--- config.mk ---
export PLATFORM = sky130hd
export DESIGN_NAME = xbus_rd_ctrl
export DESIGN_NICKNAME = d
export VERILOG_FILES = /design/src/rtl/xbus_rd_pkg.sv /design/src/rtl/xbus_rdy_sync.sv /design/src/rtl/xbus_phase_timer.sv /design/src/rtl/xbus_rd_datapath.sv /design/src/rtl/xbus_rd_ctrl.sv
export SDC_FILE = /design/constraint.sdc
export NUM_CORES = 1
export LEC_CHECK = 0
export BUFFER_PORTS_ARGS = -buffer_cell sky130_fd_sc_hd__buf_2
export CAP_MARGIN = 20
export CORE_MARGIN = 8
export CORE_UTILIZATION = 50
export DETAILED_ROUTE_END_ITERATION = 6
export GPL_TIMING_DRIVEN = 0
export HOLD_SLACK_MARGIN = 0.02
export PLACE_DENSITY_LB_ADDON = 0.3
export SLEW_MARGIN = 0
export SYNTH_ARGS = -nofsm -noshare
export SYNTH_HDL_FRONTEND = slang
export SYNTH_SLANG_ARGS = --single-unit
--- constraint.sdc ---
create_clock -name clk -period 3.3 [get_ports clk]
set_input_delay 0.495 -clock clk [delete_from_list [all_inputs] [get_ports clk]]
set_output_delay 0.495 -clock clk [all_outputs]
set_load 0.05 [all_outputs]
--- src/rtl/xbus_rd_pkg.sv ---
package xbus_rd_pkg;

   typedef enum logic [1:0] {
      ST_IDLE   = 2'd0,
      ST_LEAD   = 2'd1,
      ST_ACTIVE = 2'd2,
      ST_RECOV  = 2'd3
   } rd_state_e;

endpackage

--- src/rtl/xbus_rdy_sync.sv ---
module xbus_rdy_sync #(
   parameter int STAGES = 2
) (
   input  logic clk,
   input  logic rst_n,
   input  logic rdy_raw,
   output logic rdy_sync
);
   if (STAGES < 2 || STAGES > 4) begin : g_bad_stages
      $error("xbus_rdy_sync: STAGES must be 2..4");
   end

   logic [STAGES-1:0] chain_q;

   always_ff @(posedge clk) begin
      if (!rst_n) chain_q <= '0;
      else        chain_q <= {chain_q[STAGES-2:0], rdy_raw};
   end

   assign rdy_sync = chain_q[STAGES-1];
endmodule

--- src/rtl/xbus_phase_timer.sv ---
module xbus_phase_timer #(
   parameter int CW = 4
) (
   input  logic          clk,
   input  logic          rst_n,
   input  logic          load_lead,
   input  logic          load_active,
   input  logic [CW-1:0] cfg_lead,
   input  logic [CW-1:0] cfg_active,
   output logic          expired
);
   if (CW < 1 || CW > 8) begin : g_bad_cw
      $error("xbus_phase_timer: CW must be 1..8");
   end

   localparam logic [CW-1:0] ONE = CW'(1);

   logic [CW-1:0] cnt_q;
   logic [CW-1:0] lead_m1, act_m1;

   // a zero field is clamped to a one-cycle phase
   assign lead_m1 = (cfg_lead   == '0) ? '0 : cfg_lead   - ONE;
   assign act_m1  = (cfg_active == '0) ? '0 : cfg_active - ONE;

   always_ff @(posedge clk) begin
      if (!rst_n)              cnt_q <= '0;
      else if (load_lead)      cnt_q <= lead_m1;
      else if (load_active)    cnt_q <= act_m1;
      else if (cnt_q != '0)    cnt_q <= cnt_q - ONE;
   end

   assign expired = (cnt_q == '0);

   // a field of 0 or 1 yields a phase that expires in its first cycle
   a_r4_min_lead: assert property (@(posedge clk) disable iff (!rst_n)
      (load_lead && cfg_lead <= ONE) |=> expired);
   a_r4_min_active: assert property (@(posedge clk) disable iff (!rst_n)
      (load_active && !load_lead && cfg_active <= ONE) |=> expired);
endmodule

--- src/rtl/xbus_rd_datapath.sv ---
module xbus_rd_datapath #(
   parameter int AW = 16,
   parameter int DW = 16
) (
   input  logic          clk,
   input  logic          rst_n,
   input  logic          take,
   input  logic [AW-1:0] req_addr,
   input  logic          finish,
   input  logic [DW-1:0] bus_rdata_in,
   output logic [AW-1:0] bus_addr,
   output logic [DW-1:0] req_rdata,
   output logic          req_ack
);
   if (AW < 1 || DW < 1) begin : g_bad_width
      $error("xbus_rd_datapath: AW and DW must be positive");
   end

   logic [AW-1:0] addr_q;
   logic [DW-1:0] data_q;
   logic          ack_q;

   // address is only reloaded when an access starts; it is never cleared
   always_ff @(posedge clk) begin
      if (!rst_n)    addr_q <= '0;
      else if (take) addr_q <= req_addr;
   end

   // data is captured on the edge that raises the read strobe
   always_ff @(posedge clk) begin
      if (!rst_n) begin
         data_q <= '0;
         ack_q  <= 1'b0;
      end else begin
         ack_q <= finish;
         if (finish) data_q <= bus_rdata_in;
      end
   end

   assign bus_addr  = addr_q;
   assign req_rdata = data_q;
   assign req_ack   = ack_q;
endmodule

--- src/rtl/xbus_rd_ctrl.sv ---
module xbus_rd_ctrl
   import xbus_rd_pkg::*;
#(
   parameter int AW          = 16,
   parameter int DW          = 16,
   parameter int CW          = 4,
   parameter int SYNC_STAGES = 2
) (
   input  logic          clk,
   input  logic          rst_n,
   input  logic          req_valid,
   input  logic [AW-1:0] req_addr,
   output logic          req_ack,
   output logic [DW-1:0] req_rdata,
   input  logic [CW-1:0] cfg_lead,
   input  logic [CW-1:0] cfg_active,
   input  logic          cfg_rdy_en,
   input  logic          cfg_rdy_async,
   output logic          bus_cs_n,
   output logic [AW-1:0] bus_addr,
   output logic          bus_rd_n,
   input  logic [DW-1:0] bus_rdata_in,
   input  logic          bus_ready
);
   rd_state_e state_q, state_d;
   logic      cs_n_q, rd_n_q;
   logic      take, lead_done, phase_out, rdy_s, rdy_ok, finish;

   xbus_rdy_sync #(.STAGES(SYNC_STAGES)) u_sync (
      .clk      (clk),
      .rst_n    (rst_n),
      .rdy_raw  (bus_ready),
      .rdy_sync (rdy_s)
   );

   xbus_phase_timer #(.CW(CW)) u_timer (
      .clk         (clk),
      .rst_n       (rst_n),
      .load_lead   (take),
      .load_active (lead_done),
      .cfg_lead    (cfg_lead),
      .cfg_active  (cfg_active),
      .expired     (phase_out)
   );

   xbus_rd_datapath #(.AW(AW), .DW(DW)) u_dp (
      .clk          (clk),
      .rst_n        (rst_n),
      .take         (take),
      .req_addr     (req_addr),
      .finish       (finish),
      .bus_rdata_in (bus_rdata_in),
      .bus_addr     (bus_addr),
      .req_rdata    (req_rdata),
      .req_ack      (req_ack)
   );

   assign take      = (state_q == ST_IDLE) && req_valid;
   assign lead_done = (state_q == ST_LEAD) && phase_out;
   // async mode reads the synchronized copy, i.e. the pin as seen
   // SYNC_STAGES edges before the decision edge
   assign rdy_ok    = !cfg_rdy_en || (cfg_rdy_async ? rdy_s : bus_ready);
   assign finish    = (state_q == ST_ACTIVE) && phase_out && rdy_ok;

   always_comb begin
      state_d = state_q;
      unique case (state_q)
         ST_IDLE:   if (take)      state_d = ST_LEAD;
         ST_LEAD:   if (lead_done) state_d = ST_ACTIVE;
         ST_ACTIVE: if (finish)    state_d = ST_RECOV;
         ST_RECOV:                 state_d = ST_IDLE;
         default:                  state_d = ST_IDLE;
      endcase
   end

   always_ff @(posedge clk) begin
      if (!rst_n) begin
         state_q <= ST_IDLE;
         cs_n_q  <= 1'b1;
         rd_n_q  <= 1'b1;
      end else begin
         state_q <= state_d;
         if (take)        cs_n_q <= 1'b0;
         else if (finish) cs_n_q <= 1'b1;
         if (lead_done)   rd_n_q <= 1'b0;
         else if (finish) rd_n_q <= 1'b1;
      end
   end

   assign bus_cs_n = cs_n_q;
   assign bus_rd_n = rd_n_q;

   // strobe only inside select, and never in the first select cycle
   a_r3_rd_within_cs: assert property (@(posedge clk) disable iff (!rst_n)
      !bus_rd_n |-> !bus_cs_n);
   a_r3_rd_after_lead: assert property (@(posedge clk) disable iff (!rst_n)
      $fell(bus_rd_n) |-> $past(!bus_cs_n));
   // with ready unused the end of the active phase always releases
   a_r5_no_stretch: assert property (@(posedge clk) disable iff (!rst_n)
      (state_q == ST_ACTIVE && phase_out && !cfg_rdy_en) |=> bus_cs_n);
   // acknowledge is a single pulse coinciding with release
   a_r8_ack_single: assert property (@(posedge clk) disable iff (!rst_n)
      req_ack |=> !req_ack);
   a_r8_ack_release: assert property (@(posedge clk) disable iff (!rst_n)
      req_ack |-> ($rose(bus_cs_n) && $rose(bus_rd_n)));
   // address moves only when select falls
   a_r9_addr_hold: assert property (@(posedge clk) disable iff (!rst_n)
      !$fell(bus_cs_n) |-> $stable(bus_addr));
   // at least two high cycles after release
   a_r10_recovery: assert property (@(posedge clk) disable iff (!rst_n)
      $rose(bus_cs_n) |=> bus_cs_n);
endmodule

* Yosys cells after proc, flatten, opt, wreduce, memory -nomap -nowiden *
Index checks and enable logic that the tools add are counted.
W data, S select, Z words.

operators by class
  reduce and logical (&&, ||, !) cells = 15
  shift-type cells = 0
  multiply operators = 0
  bitwise gates (word level) = 0
  order comparisons = 0
  eq/ne operators = 6
  div/mod/pow operators = 0
  add/sub/neg operators = 3
  multiplexer cells = 13

operator list
  cell                   number
  $mux W4                5
  $logic_not A4 Y1       3
  $sub A4 B1 Y4 const B  3
  $pmux W2 S4            1
  $mux W2                3
  $eq A2 B2 Y1 const B   2
  $logic_and A1 B1 Y1    4
  $mux W1                4
  $ne A2 B2 Y1 const B   2
  $reduce_bool A2 Y1     2
  $reduce_bool A4 Y1     1
  $reduce_and A3 Y1      1
  $reduce_bool A3 Y1     1
  $eq A2 B1 Y1 const B   1
  $logic_not A2 Y1       1
  $ne A2 B1 Y1 const B   1
  $logic_not A1 Y1       1
  $logic_or A1 B1 Y1     1

storage, ports and cells
  output and inout bits = 35
  bits of input ports = 46
  bits in writable memories = 0
  memories = 0
  latch bits = 0
  ROM bits = 0
  word-level logic and storage cells = 45
  register bits = 43

* Logic depth before layout (Yosys ltp) *
  depth in word-level cells = 5
  mapped depth = 7
  mapped depth without buffers = 6

* Hierarchy *
A second synthesis with hierarchy kept.

unflattened totals
  cell total of the unflattened synthesis = 185
  area total of the unflattened synthesis = 1,946.9 µm²

modules (own cells, without submodules)
  module            cells each  area an instance (µm²)  instances  seq. area each (µm²)
  xbus_rd_datapath  105         1,262.5                 1          660.6
  xbus_phase_timer  47          370.4                   1          80.1
  xbus_rd_ctrl      29          261.5                   1          80.1
  xbus_rdy_sync     4           52.6                    1          40.0

* Worst setup path before layout *
Ideal clock, no wire load.

  path type = register -> register
  start point = register u_timer.cnt_q[0]
  end point = register u_dp.data_q[0], in the netlist u_dp.req_rdata[0]
  arrival = 1,616 ps
  clock period less this slack = 1,739 ps
  path slack = 1,561 ps
  path buffers = 1
  required time = 3,177 ps
  cell stages (with the launch flop) = 7
  setup time = 123 ps
  cell sequence = dfxtp_1 > inv_1 > ha_1 > or3b_4 > a211oi_4 > clkbuf_2 > o21ai_0

between the ends
  longest elaborated chain between the ends = 3

RTL lines
  what                               RTL line                RTL
  from (decl)                        xbus_phase_timer.sv:18  logic [CW-1:0] cnt_q;
  from (signal assigned)             xbus_phase_timer.sv:27  else if (load_lead) cnt_q <= lead_m1;
  from (signal assigned)             xbus_phase_timer.sv:28  else if (load_active) cnt_q <= act_m1;
  from (signal assigned)             xbus_phase_timer.sv:29  else if (cnt_q != '0) cnt_q <= cnt_q - ONE;
  $logic_not A4 Y1                   xbus_phase_timer.sv:32  assign expired = (cnt_q == '0);
  $logic_and A1 B1 Y1 (2 in series)  xbus_rd_ctrl.sv:63      assign finish = (state_q == ST_ACTIVE) && phase_out && rdy_ok;
  to (signal assigned)               xbus_rd_datapath.sv:36  if (finish) data_q <= bus_rdata_in;
  to (decl)                          xbus_rd_datapath.sv:20  logic [DW-1:0] data_q;

No other way between the ends.
A chain may end at the register's enable or synchronous reset.

* Final worst setup path *
  start point = register u_timer.cnt_q[0]
  end point = register u_dp.data_q[7], in the netlist u_dp.req_rdata[7]

Same word-level chain as after synthesis.

==> reports/qor.txt <==
Non-Filler Instances: 359
Util after Layout: 0.650
RSZ-0062 raised after global routing: no
dpl hpwl: 3.74 mm
CTS root buf: clkbuf_4
final worst slack: 1250 ps
Gate Count Post-Synth: 224
initial core utilization: 0.508
critical path's slowest cell: or3b_4
MaxCap Viol Count: 0
max-slew violations: 0
leading area contributor after synthesis: dfxtp_1
Clk pin slew, worst setup/hold paths: 110 ps
vias in the first global route: 1840
Die ar.: 5820 sq um
count leader, synth: nand2_1
Tmin final: 2050 ps
CTS sink cnt: 43
CP Max Fanout: 10
Area growth syn-to-layout: 27.8%
CTS tree: built
Post-Place Cells: 351
Hold Path Origin: bus_rdata_in[4]
largest net degree at the start of global routing: 13
first drt pass iteration count: 4
critical path type: reg -> reg
core area: 3580 sq um
number of enable flip-flop cells after synthesis: 0
vias: 1821
Post-Syn Area: 1820 sq um
CTS Buf Count: 5
LEAKAGE: 1.05 nW
Syn Nets: 275
First DRT Iteration DRCs: 71
Worst Skew: 2.88 ps
vias per cell: 5.07
crit path DAT: 2270 ps
routed wire length: 4.78 mm
status: completed
syn avg cell area: 8.12 sq um
Fillers: 359
Total Routing Usage GR: 0.163
H-tree depth: 2
sequential fraction of the synthesis area: 0.473
Antenna Cells: 0
warnings from Yosys: 0
Netlist cell types: 37
final hold violations: 0
# hold bufs at CTS: 0
FF-to-FF Start: u_timer.cnt_q[0]
Period Utilization, post-route: 0.620
setup TNS: 0 ps
area share of the largest cell type after synthesis: 0.473
Min Hold Slack: 368 ps
Ports: 81
post-synthesis register bit count: 43
clk_lat worst skew: 340 ps
Slew Limit Headroom: 0.701
row count: 22
Max stage delay on crit path: 430 ps
share of cells above drive strength 1: 0.305
Design Power: 1.60 mW
Post-synth top cells: 58 x nand2_1, 43 x dfxtp_1, 22 x o21ai_0, 21 x a21oi_1, 17 x nand3_1
nets: 361
first-pass GRT wire length: 7.95 mm
Reg2Reg Depth: 6
number of routed nets with antenna violations: 0
Hold Crit Class: in -> reg
Slew @ Worst Pin: 449 ps
most common flop cell mapped by yosys: dfxtp_1
Placer Congestion: 0.807
Die H: 76.3 um
CP Launch Point: u_timer.cnt_q[0]
hold depth: 3
Peak Freq: 0.489 GHz
crit-path cells: inv_1 -> ha_1 -> or3b_4 -> a211oi_4 -> clkbuf_2 -> o21ai_0
Die Wd: 76.3 um
clock tree buffer depth: 2
DRC: 0
Final setup viols: 0
PwrDens: 688 nW/um^2
fin area: 2320 sq um
dpl cell area: 2270 sq um
PortBufs: 79
Post-synth ARST share: 0
Worst Path Required: 3520 ps
CP Capture Type: flop
Synth area leaders: dfxtp_1 47%, nand2_1 12%, o21ai_0 6.1%
WL per Instance: 13.3 um
Critical Path Start Type: flop
Post-CTS Repair Setup Buffers: 0
Max IR drop VDD: 0.000377 V
DP Worst Slack: 1270 ps
initial antenna violation count: 0
Overflow after GRT: 0
number of gates resized after CTS: 0
worst max-delay path: cells and delay by family, from the launching register on:
family	cells	cell delay (ps)
adders and majority gates	1	200
buffers and inverters	2	380
DFF	1	360
AOI/OAI and AO/OA	2	560
and+or+nand+nor	1	430
per-layer routing:
| layer | GRT usage | share of wire | routed length (um) |
|---|---|---|---|
| met2 | 0.282 | 0.51 | 2440 |
| met1 | 0.166 | 0.39 | 1880 |
| met3 | 0.0814 | 0.087 | 414 |
| met4 | 0.0519 | 0.0084 | 40 |
| met5 | 0 | 0 | 0 |
path summary, 6_finish.rpt:
check | slack (ps) | to
max | 1250 | u_dp.req_rdata[7]
min | 370 | u_dp.req_rdata[4]
max reg2reg | 1250 | u_dp.req_rdata[7]
min reg2reg | 450 | u_sync.chain_q[1]
kinds of logic (layout without fill, tap and decap cells):
logic type	count (synthesis)	count (layout)	share of synthesized area
DFF	43	43	0.473
muxes	3	3	0.0172
AOI/OAI and AO/OA	57	57	0.185
adders and majority gates	5	5	0.0344
buffers and inverters	21	108	0.0530
and+or+nand+nor	95	95	0.237
registers in the layout, summed over array words and instances (netlist names):
register        count
u_dp.bus_addr      16
u_sync.chain_q      2
state_q             2
bus_rd_n            1
u_timer.cnt_q       4
bus_cs_n            1
u_dp.req_rdata     16
u_dp.req_ack        1
layout make-up:
class | instances | area, sq um | area share
Sequential cell | 43 | 861 | 0.370
Multi-Input combinational cell | 160 | 862 | 0.371
Clock inverter | 1 | 5.00 | 0.00215
Inverter | 7 | 26.3 | 0.0113
Buffer | 14 | 70.1 | 0.0301
Timing Repair Buffer | 79 | 395 | 0.170
Tap cell | 48 | 60.1 | 0.0258
Clock buffer | 7 | 45.0 | 0.0194
cells in the final DEF, fill, tap and decap left out, types with 5 or more instances in the layout:
| cell | count |
|---|---|
| a21oi_1 | 21 |
| buf_2 | 80 |
| clkbuf_1 | 10 |
| clkbuf_4 | 5 |
| dfxtp_1 | 43 |
| ha_1 | 5 |
| inv_1 | 6 |
| nand2_1 | 58 |
| nand3_1 | 17 |
| nor3_1 | 5 |
| o21ai_0 | 22 |
power breakdown:
group	internal [mW]	switching, mW
combinational	0.231	0.467
clock	0.0832	0.154
sequential	0.608	0.0570
total	0.922	0.677
Power figures use the tool's default switching activity.
